[src/rtl/spi_flag_pkg.sv]
// Package: shared register addresses, bit positions and sizes of the SPI
// status and interrupt flag unit. Assumes a 32-bit register port.
package spi_flag_pkg;
    localparam int DATA_W  = 32;
    localparam int ADDR_W  = 3;
    localparam int LEN_W   = 16;

    // Register word addresses
    localparam logic [ADDR_W-1:0] A_CTRL = 3'd0;
    localparam logic [ADDR_W-1:0] A_IEN  = 3'd1;
    localparam logic [ADDR_W-1:0] A_STAT = 3'd2;
    localparam logic [ADDR_W-1:0] A_CLR  = 3'd3;
    localparam logic [ADDR_W-1:0] A_LEN  = 3'd4;

    // Sticky events; event k lives at status / clear bit EV_BASE+k
    localparam int N_EV    = 8;
    localparam int EV_BASE = 3;
    localparam int EV_EOT  = 0;
    localparam int EV_TXTF = 1;
    localparam int EV_MODF = 6;
    localparam int EV_SUSP = 7;

    // Interrupt enable bits
    localparam int N_IE    = 10;
    localparam int IE_RXP  = 0;
    localparam int IE_TXP  = 1;
    localparam int IE_DXP  = 2;
    localparam int IE_DONE = 3;
    localparam int IE_STK0 = 4;   // enables 4..9 map to sticky events 1..6
    localparam int IE_MODF = 9;

    // Status bits outside the sticky range
    localparam int ST_RXP  = 0;
    localparam int ST_TXP  = 1;
    localparam int ST_DXP  = 2;
    localparam int ST_TXC  = EV_BASE + N_EV;  // 11
    localparam int ST_LVL  = 12;              // 2-bit field 13:12
    localparam int ST_WORD = 14;
endpackage

[src/rtl/spi_sticky_bank.sv]
// Module: bank of N sticky flags. A set pulse raises a flag and a clear
// request drops it. Set wins when both arrive in the same cycle.
// Assumes set pulses come from the datapath and clears from a register write.
module spi_sticky_bank #(
    parameter int N = 8
) (
    input  logic         clk,
    input  logic         rst_n,
    input  logic [N-1:0] set_i,
    input  logic [N-1:0] clr_i,
    output logic [N-1:0] flag_o
);
    logic [N-1:0] flag_q;

    for (genvar i = 0; i < N; i++) begin : g_flag
        // Hold one flag, giving the set event priority over the clear
        always_ff @(posedge clk) begin
            if (!rst_n)        flag_q[i] <= 1'b0;
            else if (set_i[i]) flag_q[i] <= 1'b1;
            else if (clr_i[i]) flag_q[i] <= 1'b0;
        end

        AST_SET_WINS: assert property (@(posedge clk) disable iff (!rst_n)
            set_i[i] |=> flag_o[i]);
        AST_CLEAR_WORKS: assert property (@(posedge clk) disable iff (!rst_n)
            (clr_i[i] && !set_i[i]) |=> !flag_o[i]);
        AST_HOLD_IDLE: assert property (@(posedge clk) disable iff (!rst_n)
            (!clr_i[i] && !set_i[i]) |=> $stable(flag_o[i]));
    end

    assign flag_o = flag_q;
endmodule

[src/rtl/spi_enable_lock.sv]
// Module: owns the peripheral enable bit and the I/O lock bit.
// A mode fault clears both and blocks setting them while its flag stays up.
// The lock is writable only while disabled and drops when enable falls.
// Assumes fault_flag_i is the current (registered) mode-fault flag.
module spi_enable_lock (
    input  logic clk,
    input  logic rst_n,
    input  logic wr_i,
    input  logic wen_i,
    input  logic wlock_i,
    input  logic fault_ev_i,
    input  logic fault_flag_i,
    output logic en_o,
    output logic lock_o
);
    logic en_q, lock_q;
    logic en_n, lock_n;

    // Next-state rules for enable and lock, fault taking final priority
    always_comb begin
        en_n   = en_q;
        lock_n = lock_q;
        if (wr_i) begin
            en_n = wen_i & ~fault_flag_i;
            if (!en_q && !fault_flag_i) lock_n = wlock_i;
        end
        if (fault_ev_i) begin
            en_n   = 1'b0;
            lock_n = 1'b0;
        end
        if (en_q && !en_n) lock_n = 1'b0;
    end

    // Register enable and lock
    always_ff @(posedge clk) begin
        if (!rst_n) begin
            en_q   <= 1'b0;
            lock_q <= 1'b0;
        end else begin
            en_q   <= en_n;
            lock_q <= lock_n;
        end
    end

    assign en_o   = en_q;
    assign lock_o = lock_q;

    AST_FAULT_CLEARS: assert property (@(posedge clk) disable iff (!rst_n)
        fault_ev_i |=> (!en_o && !lock_o));
    AST_FAULT_HOLDS_OFF: assert property (@(posedge clk) disable iff (!rst_n)
        fault_flag_i |-> (!en_o && !lock_o));
    AST_LOCK_WHILE_OFF: assert property (@(posedge clk) disable iff (!rst_n)
        $rose(lock_o) |-> !$past(en_o));
    AST_LOCK_DROPS: assert property (@(posedge clk) disable iff (!rst_n)
        $fell(en_o) |-> !lock_o);
endmodule

[src/rtl/spi_irq_merge.sv]
// Module: combines interrupt sources with their enables into one registered
// request. While the peripheral is disabled only the mode-fault source passes.
// Assumes src_i and ien_i share the same bit order.
module spi_irq_merge #(
    parameter int N       = 10,
    parameter int FAULT_I = 9
) (
    input  logic         clk,
    input  logic         rst_n,
    input  logic [N-1:0] src_i,
    input  logic [N-1:0] ien_i,
    input  logic         en_i,
    output logic         irq_o
);
    localparam logic [N-1:0] FAULT_ONLY = N'(1) << FAULT_I;

    logic [N-1:0] pass_mask;
    logic         pend;
    logic         irq_q;

    // Select which sources may pass and OR the enabled ones
    always_comb begin
        pass_mask = en_i ? '1 : FAULT_ONLY;
        pend      = |(src_i & ien_i & pass_mask);
    end

    // Register the request
    always_ff @(posedge clk) begin
        if (!rst_n) irq_q <= 1'b0;
        else        irq_q <= pend;
    end

    assign irq_o = irq_q;

    AST_IRQ_FOLLOWS: assert property (@(posedge clk) disable iff (!rst_n)
        (en_i && |(src_i & ien_i)) |=> irq_o);
    AST_IRQ_QUIET: assert property (@(posedge clk) disable iff (!rst_n)
        (~|(src_i & ien_i)) |=> !irq_o);
    AST_IRQ_OFF_BLOCK: assert property (@(posedge clk) disable iff (!rst_n)
        (!en_i && !(src_i[FAULT_I] && ien_i[FAULT_I])) |=> !irq_o);
endmodule

[src/rtl/spi_flag_unit.sv]
// Module: top of the SPI status and interrupt flag unit. Decodes the register
// port, keeps the enable and length registers, builds the status word and
// wires the sticky bank, the enable/lock logic and the interrupt merger.
// Assumes single-cycle write strobes and event pulses one cycle wide.
module spi_flag_unit
    import spi_flag_pkg::*;
(
    input  logic              clk,
    input  logic              rst_n,
    input  logic              reg_wr,
    input  logic [ADDR_W-1:0] reg_addr,
    input  logic [DATA_W-1:0] reg_wdata,
    output logic [DATA_W-1:0] reg_rdata,
    input  logic [N_EV-1:0]   ev_set,
    input  logic              rx_pkt_avail,
    input  logic              tx_space_avail,
    input  logic              txfifo_empty,
    input  logic              bus_idle,
    input  logic [1:0]        rx_level,
    input  logic              rx_word_full,
    output logic              periph_en,
    output logic              io_lock,
    output logic              irq
);
    localparam int N_STK_IE = IE_MODF - IE_STK0 + 1;

    logic [N_IE-1:0]   ien_q;
    logic [LEN_W-1:0]  len_q;
    logic [N_EV-1:0]   flags;
    logic [N_EV-1:0]   clr_req;
    logic [N_IE-1:0]   irq_src;
    logic [DATA_W-1:0] status;
    logic              dxp, txc;
    logic              wr_ctrl, wr_ien, wr_clr, wr_len;

    // Decode write strobes per register
    always_comb begin
        wr_ctrl = reg_wr && (reg_addr == A_CTRL);
        wr_ien  = reg_wr && (reg_addr == A_IEN);
        wr_clr  = reg_wr && (reg_addr == A_CLR);
        wr_len  = reg_wr && (reg_addr == A_LEN);
        clr_req = wr_clr ? reg_wdata[EV_BASE +: N_EV] : '0;
    end

    // Interrupt enables; transmit-filled event turns off tx and duplex enables
    always_ff @(posedge clk) begin
        if (!rst_n) begin
            ien_q <= '0;
        end else begin
            if (wr_ien) ien_q <= reg_wdata[N_IE-1:0];
            if (ev_set[EV_TXTF]) begin
                ien_q[IE_TXP] <= 1'b0;
                ien_q[IE_DXP] <= 1'b0;
            end
        end
    end

    // Transfer length register
    always_ff @(posedge clk) begin
        if (!rst_n)      len_q <= '0;
        else if (wr_len) len_q <= reg_wdata[LEN_W-1:0];
    end

    spi_sticky_bank #(.N(N_EV)) u_flags (
        .clk    (clk),
        .rst_n  (rst_n),
        .set_i  (ev_set),
        .clr_i  (clr_req),
        .flag_o (flags)
    );

    spi_enable_lock u_enlock (
        .clk          (clk),
        .rst_n        (rst_n),
        .wr_i         (wr_ctrl),
        .wen_i        (reg_wdata[0]),
        .wlock_i      (reg_wdata[1]),
        .fault_ev_i   (ev_set[EV_MODF]),
        .fault_flag_i (flags[EV_MODF]),
        .en_o         (periph_en),
        .lock_o       (io_lock)
    );

    // Derived status: duplex ready and length-dependent transmit complete
    always_comb begin
        dxp = rx_pkt_avail & tx_space_avail;
        txc = (len_q == '0) ? (txfifo_empty & bus_idle) : flags[EV_EOT];
    end

    // Assemble the status word
    always_comb begin
        status                      = '0;
        status[ST_RXP]              = rx_pkt_avail;
        status[ST_TXP]              = tx_space_avail;
        status[ST_DXP]              = dxp;
        status[EV_BASE +: N_EV]     = flags;
        status[ST_TXC]              = txc;
        status[ST_LVL +: 2]         = rx_level;
        status[ST_WORD]             = rx_word_full;
    end

    // Interrupt sources in enable-bit order; the done group shares one enable
    always_comb begin
        irq_src                      = '0;
        irq_src[IE_RXP]              = rx_pkt_avail;
        irq_src[IE_TXP]              = tx_space_avail;
        irq_src[IE_DXP]              = dxp;
        irq_src[IE_DONE]             = flags[EV_EOT] | flags[EV_SUSP] | txc;
        irq_src[IE_STK0 +: N_STK_IE] = flags[EV_TXTF +: N_STK_IE];
    end

    spi_irq_merge #(.N(N_IE), .FAULT_I(IE_MODF)) u_irq (
        .clk   (clk),
        .rst_n (rst_n),
        .src_i (irq_src),
        .ien_i (ien_q),
        .en_i  (periph_en),
        .irq_o (irq)
    );

    // Read multiplexer
    always_comb begin
        unique case (reg_addr)
            A_CTRL:  reg_rdata = {{(DATA_W-2){1'b0}}, io_lock, periph_en};
            A_IEN:   reg_rdata = {{(DATA_W-N_IE){1'b0}}, ien_q};
            A_STAT:  reg_rdata = status;
            A_LEN:   reg_rdata = {{(DATA_W-LEN_W){1'b0}}, len_q};
            default: reg_rdata = '0;
        endcase
    end

    AST_TXTF_MASKS: assert property (@(posedge clk) disable iff (!rst_n)
        ev_set[EV_TXTF] |=> (!ien_q[IE_TXP] && !ien_q[IE_DXP]));
    AST_FLAG_FROM_EVENT: assert property (@(posedge clk) disable iff (!rst_n)
        ev_set[EV_EOT] |=> status[EV_BASE + EV_EOT]);
endmodule

[config.mk]
export PLATFORM = sky130hd
export DESIGN_NAME = spi_flag_unit
export DESIGN_NICKNAME = d
export VERILOG_FILES = /design/src/rtl/spi_flag_pkg.sv /design/src/rtl/spi_sticky_bank.sv /design/src/rtl/spi_enable_lock.sv /design/src/rtl/spi_irq_merge.sv /design/src/rtl/spi_flag_unit.sv
export SDC_FILE = /design/constraint.sdc
export NUM_CORES = 1
export LEC_CHECK = 0
export BUFFER_PORTS_ARGS = -buffer_cell sky130_fd_sc_hd__buf_2
export CORE_MARGIN = 8
export CORE_UTILIZATION = 51
export CTS_CLUSTER_DIAMETER = 80
export DETAILED_ROUTE_END_ITERATION = 7
export MAX_ROUTING_LAYER = met4
export PLACE_DENSITY = 0.89
export REMOVE_ABC_BUFFERS = 1
export SYNTH_ARGS = -nofsm -noshare
export SYNTH_HDL_FRONTEND = slang
export SYNTH_HIERARCHICAL = 1
export SYNTH_SLANG_ARGS = --single-unit
[constraint.sdc]
create_clock -name clk -period 3.1 [get_ports clk]
set_input_delay 0.62 -clock clk [delete_from_list [all_inputs] [get_ports clk]]
set_output_delay 0.62 -clock clk [all_outputs]
set_load 0.02 [all_outputs]
==> reports/metrics.cfg <==
[floorplanning]
die-area_mm2 = 0.006367
fp.coreArea_mm2 = 0.003971
dieWidth_um = 79.80
die_y_um = 79.80
io_pins = 88
start_util_pct = 52.27
rows = 23

[final_layout]
final_cell_area_mm2 = 0.002389
synthToLayoutAreaGrowth_pct = 15.07
drive_gt1_share_pct = 25.25
fillerInstances = 358
antenna_cells = 0
nNetsFinal = 358

[placed_design]
place_hpwl_mm = 3.908
post_dp_cell_area_mm2 = 0.002302
place.gp.congestion = 0.9188
io_buffers = 55

[flow_run]
cap_violations = 0

[sta]
rsz0062_at_grt = no
fin_worst_skew_ns = 0.002491
slew_viol_final = 0
finalHoldViolCount = 0
worst_slew_margin_rel_pct = 54.81
min_period_ns = 2.675
fmax_ghz = 0.3738
fin_setup_tns_ns = 0
fin_crit_sh_pct = 86.29
setup_violations = 0
tightest_slew_ns = 0.6778

[global_routing]
overflow = 0
antenna_found_initial = 0
grt_pass1_vias = 1854
grt_pass1_wl_mm = 8.618
grt_max_degree = 36
grt_usage_pct = 17.42

[clock_tree]
cts_buffers = 5
clock_path_buffers = 2
htree_levels = 2
cts_tree = done
cts_sinks = 37
hold_buffers = 0
clockRootBuffer = clkbuf_8
clock_latency_ns = 0.29
cts_resized = 0
clkTransAtPathRegs_ns = 0.07
post_cts_buffers = 0

[worst_setup_path]
slowest_delay_ns = 0.49
arrival_ns = 2.06
critPathBufInv = 1
cp.required_ns = 2.48
critPathTopFamily = simple AND/OR/NAND/NOR gates
path_cells = nor4_1 > nand4_1 > or4_1 > nand3_1 > buf_2
worstPathMaxFanout = 3
r2r_start = len_q[4]
crit_type = reg -> out
worstSetupEndpointType = primary output
crit_start = len_q[4]
setup.worst_path.start_class = flip-flop
cp_slowest_cell = or4_1

[synthesis]
netlist.area_leader.share_pct = 35.68
ys_ff_latch = 37
synth-warning-count = 6
synth_xor_xnor_area_share_pct = 0
synth_top_family_by_area = simple AND/OR/NAND/NOR gates
netlist_area_mm2 = 0.002076
synthMuxAreaShare_pct = 1.447
synth_area_leaders = dfxtp_1 36%, nand2_1 12%, a21boi_1 8.7%, buf_4 7.2%, nor2b_4 5.3%
yosysSeqAreaShare_pct = 35.68
synth_simple_gate_area_share_pct = 29.66
synthCells = 253
yosys.area.top_type = dfxtp_1
synthAdderAreaFrac_pct = 0
synth_compound_area_share_pct = 23.51
synth_cell_type_count = 33
syn_avg_cell_area_um2 = 8.205

[power_and_ir_drop]
power_frac_clock_pct = 34.1
pwr-share-seq_pct = 50.9
switching_share_pct = 26.48
powerDensity_mw_per_mm2 = 414.6
irDropWorstVdd_v = 0.0002287
leakage_nw = 1.000
p_comb_share_pct = 15.0
internal-power_mw = 0.7280
switchingPower_mw = 0.2623

[routing]
route.vias.total = 1904
drtAntennaViolNets = 0
drcViolationCount = 0
routed_wirelength_mm = 5.455
viasPerCell = 5.363
drtIter0Drc = 134
firstDrtPassIters = 4
post_drt_wl_per_cell_um = 15.37

[run_status]
status = completed

[worst_hold_path]
hp-class = reg -> reg
hp-start = len_q[15]

state kept, by name (all words and copies together), names as in the netlist:
signal / count
len_q: 16
ien_q: 10
u_flags/flag_o: 8
u_enlock/en_o: 1
u_enlock/lock_o: 1
u_irq/irq_o: 1
power groups by stage:
stage | logic, mW | registers [mW] | clock network [mW]
after global placement | 0.144 | 0.514 | 0
final | 0.149 | 0.504 | 0.337
after detailed placement | 0.147 | 0.515 | 0
after global routing | 0.162 | 0.506 | 0.364
after CTS | 0.148 | 0.504 | 0.344
after floorplan | 0.0874 | 0.510 | 0
Yosys cell counts:
| library cell | instances |
|---|---|
| a21boi_1 | 24 |
| a21oi_1 | 6 |
| a221oi_2 | 2 |
| a22o_1 | 2 |
| a22oi_1 | 13 |
| a311oi_1 | 2 |
| and2_1 | 11 |
| and3_1 | 1 |
| and3b_1 | 1 |
| buf_2 | 2 |
| buf_4 | 20 |
| buf_6 | 1 |
| clkbuf_1 | 5 |
| conb_1 | 1 |
| dfxtp_1 | 37 |
| inv_1 | 1 |
| inv_2 | 1 |
| mux2i_1 | 3 |
| nand2_1 | 65 |
| nand2b_1 | 4 |
| nand3_1 | 1 |
| nand3b_1 | 2 |
| nand4_1 | 1 |
| nand4b_1 | 1 |
| nor2_1 | 7 |
| nor2b_1 | 4 |
| nor2b_4 | 8 |
| nor3b_2 | 2 |
| nor4_1 | 4 |
| nor4b_1 | 1 |
| o21a_1 | 8 |
| o21ai_0 | 11 |
| or4_1 | 1 |
path summary, 6_finish.rpt:
check                   to  slack, ns  cells after the start
max          reg_rdata[11]       0.42                      5
min              len_q[15]       0.47                      2
max reg2reg    u_irq/irq_o       1.37                      5
min reg2reg      len_q[15]       0.47                      2
cell type report:
cell class / instances / area [µm²] / share of cell area (%)
timing repair buffer: 58 / 297.8 / 12.47
sequential: 37 / 740.7 / 31.01
tap: 50 / 62.56 / 2.619
inverter: 2 / 7.507 / 0.3143
clock buffer: 7 / 86.33 / 3.614
multi-input combinational: 201 / 1194 / 49.97
per-layer routing:
metal  GRT usage (%)  up-vias  wire [µm]
met5               -        -          0
met4           5.273        0         68
met2           28.20       94       2521
met1           20.01      863       2282
met3           5.631        9        582
li1                -      938          -
worst min-delay path, delay by kind of cell (launching register included):
| family | cells | cell delay (ns) |
|---|---|---|
| DFF | 1 | 0.32 |
| and+or+nand+nor | 1 | 0.06 |
| AOI/OAI and AO/OA | 1 | 0.05 |
metrics by stage:
step / hold slack (ns) / power (mW) / instances / setup slack, ns / utilization (%)
final: 0.4714 / 0.9903 / 355 / 0.4249 / 60.14
after global routing: 0.4965 / 1.032 / 355 / 0.4189 / 60.14
after CTS: 0.4745 / 0.9954 / 355 / 0.5075 / 60.14
after detailed placement: 0.4658 / 0.6619 / 348 / 0.6983 / 57.97
after global placement: 0.4545 / 0.6580 / 348 / 0.6832 / 57.97
after floorplan: 0.4431 / 0.5978 / 240 / 0.6422 / -
placed cells by master, fill, tap and decap left out:
cell type / n
a22oi_1: 13
clkbuf_1: 1
nor3b_2: 2
mux2i_1: 3
inv_1: 1
a22o_1: 2
nor2b_1: 4
nor2_1: 7
or4_1: 1
nand4b_1: 1
conb_1: 16
o21a_1: 8
dfxtp_1: 37
a21oi_1: 6
nand3_1: 1
nand3b_1: 2
nor4_1: 4
and3b_1: 1
nand4_1: 1
nor4b_1: 1
o21ai_0: 11
nand2b_1: 4
buf_2: 55
a21boi_1: 24
clkbuf_8: 6
inv_2: 1
nor2b_4: 8
nand2_1: 65
and3_1: 1
a221oi_2: 2
buf_4: 3
and2_1: 11
a311oi_1: 2
cell families after synthesis:
group                  count (synthesis)
AO/OA/AOI/OAI                         68
other                                  1
multiplexers                           3
AND/OR/NAND/NOR                      114
buffers and inverters                 30
flip-flops                            37
Note: power is estimated with default switching activity, not from simulation.
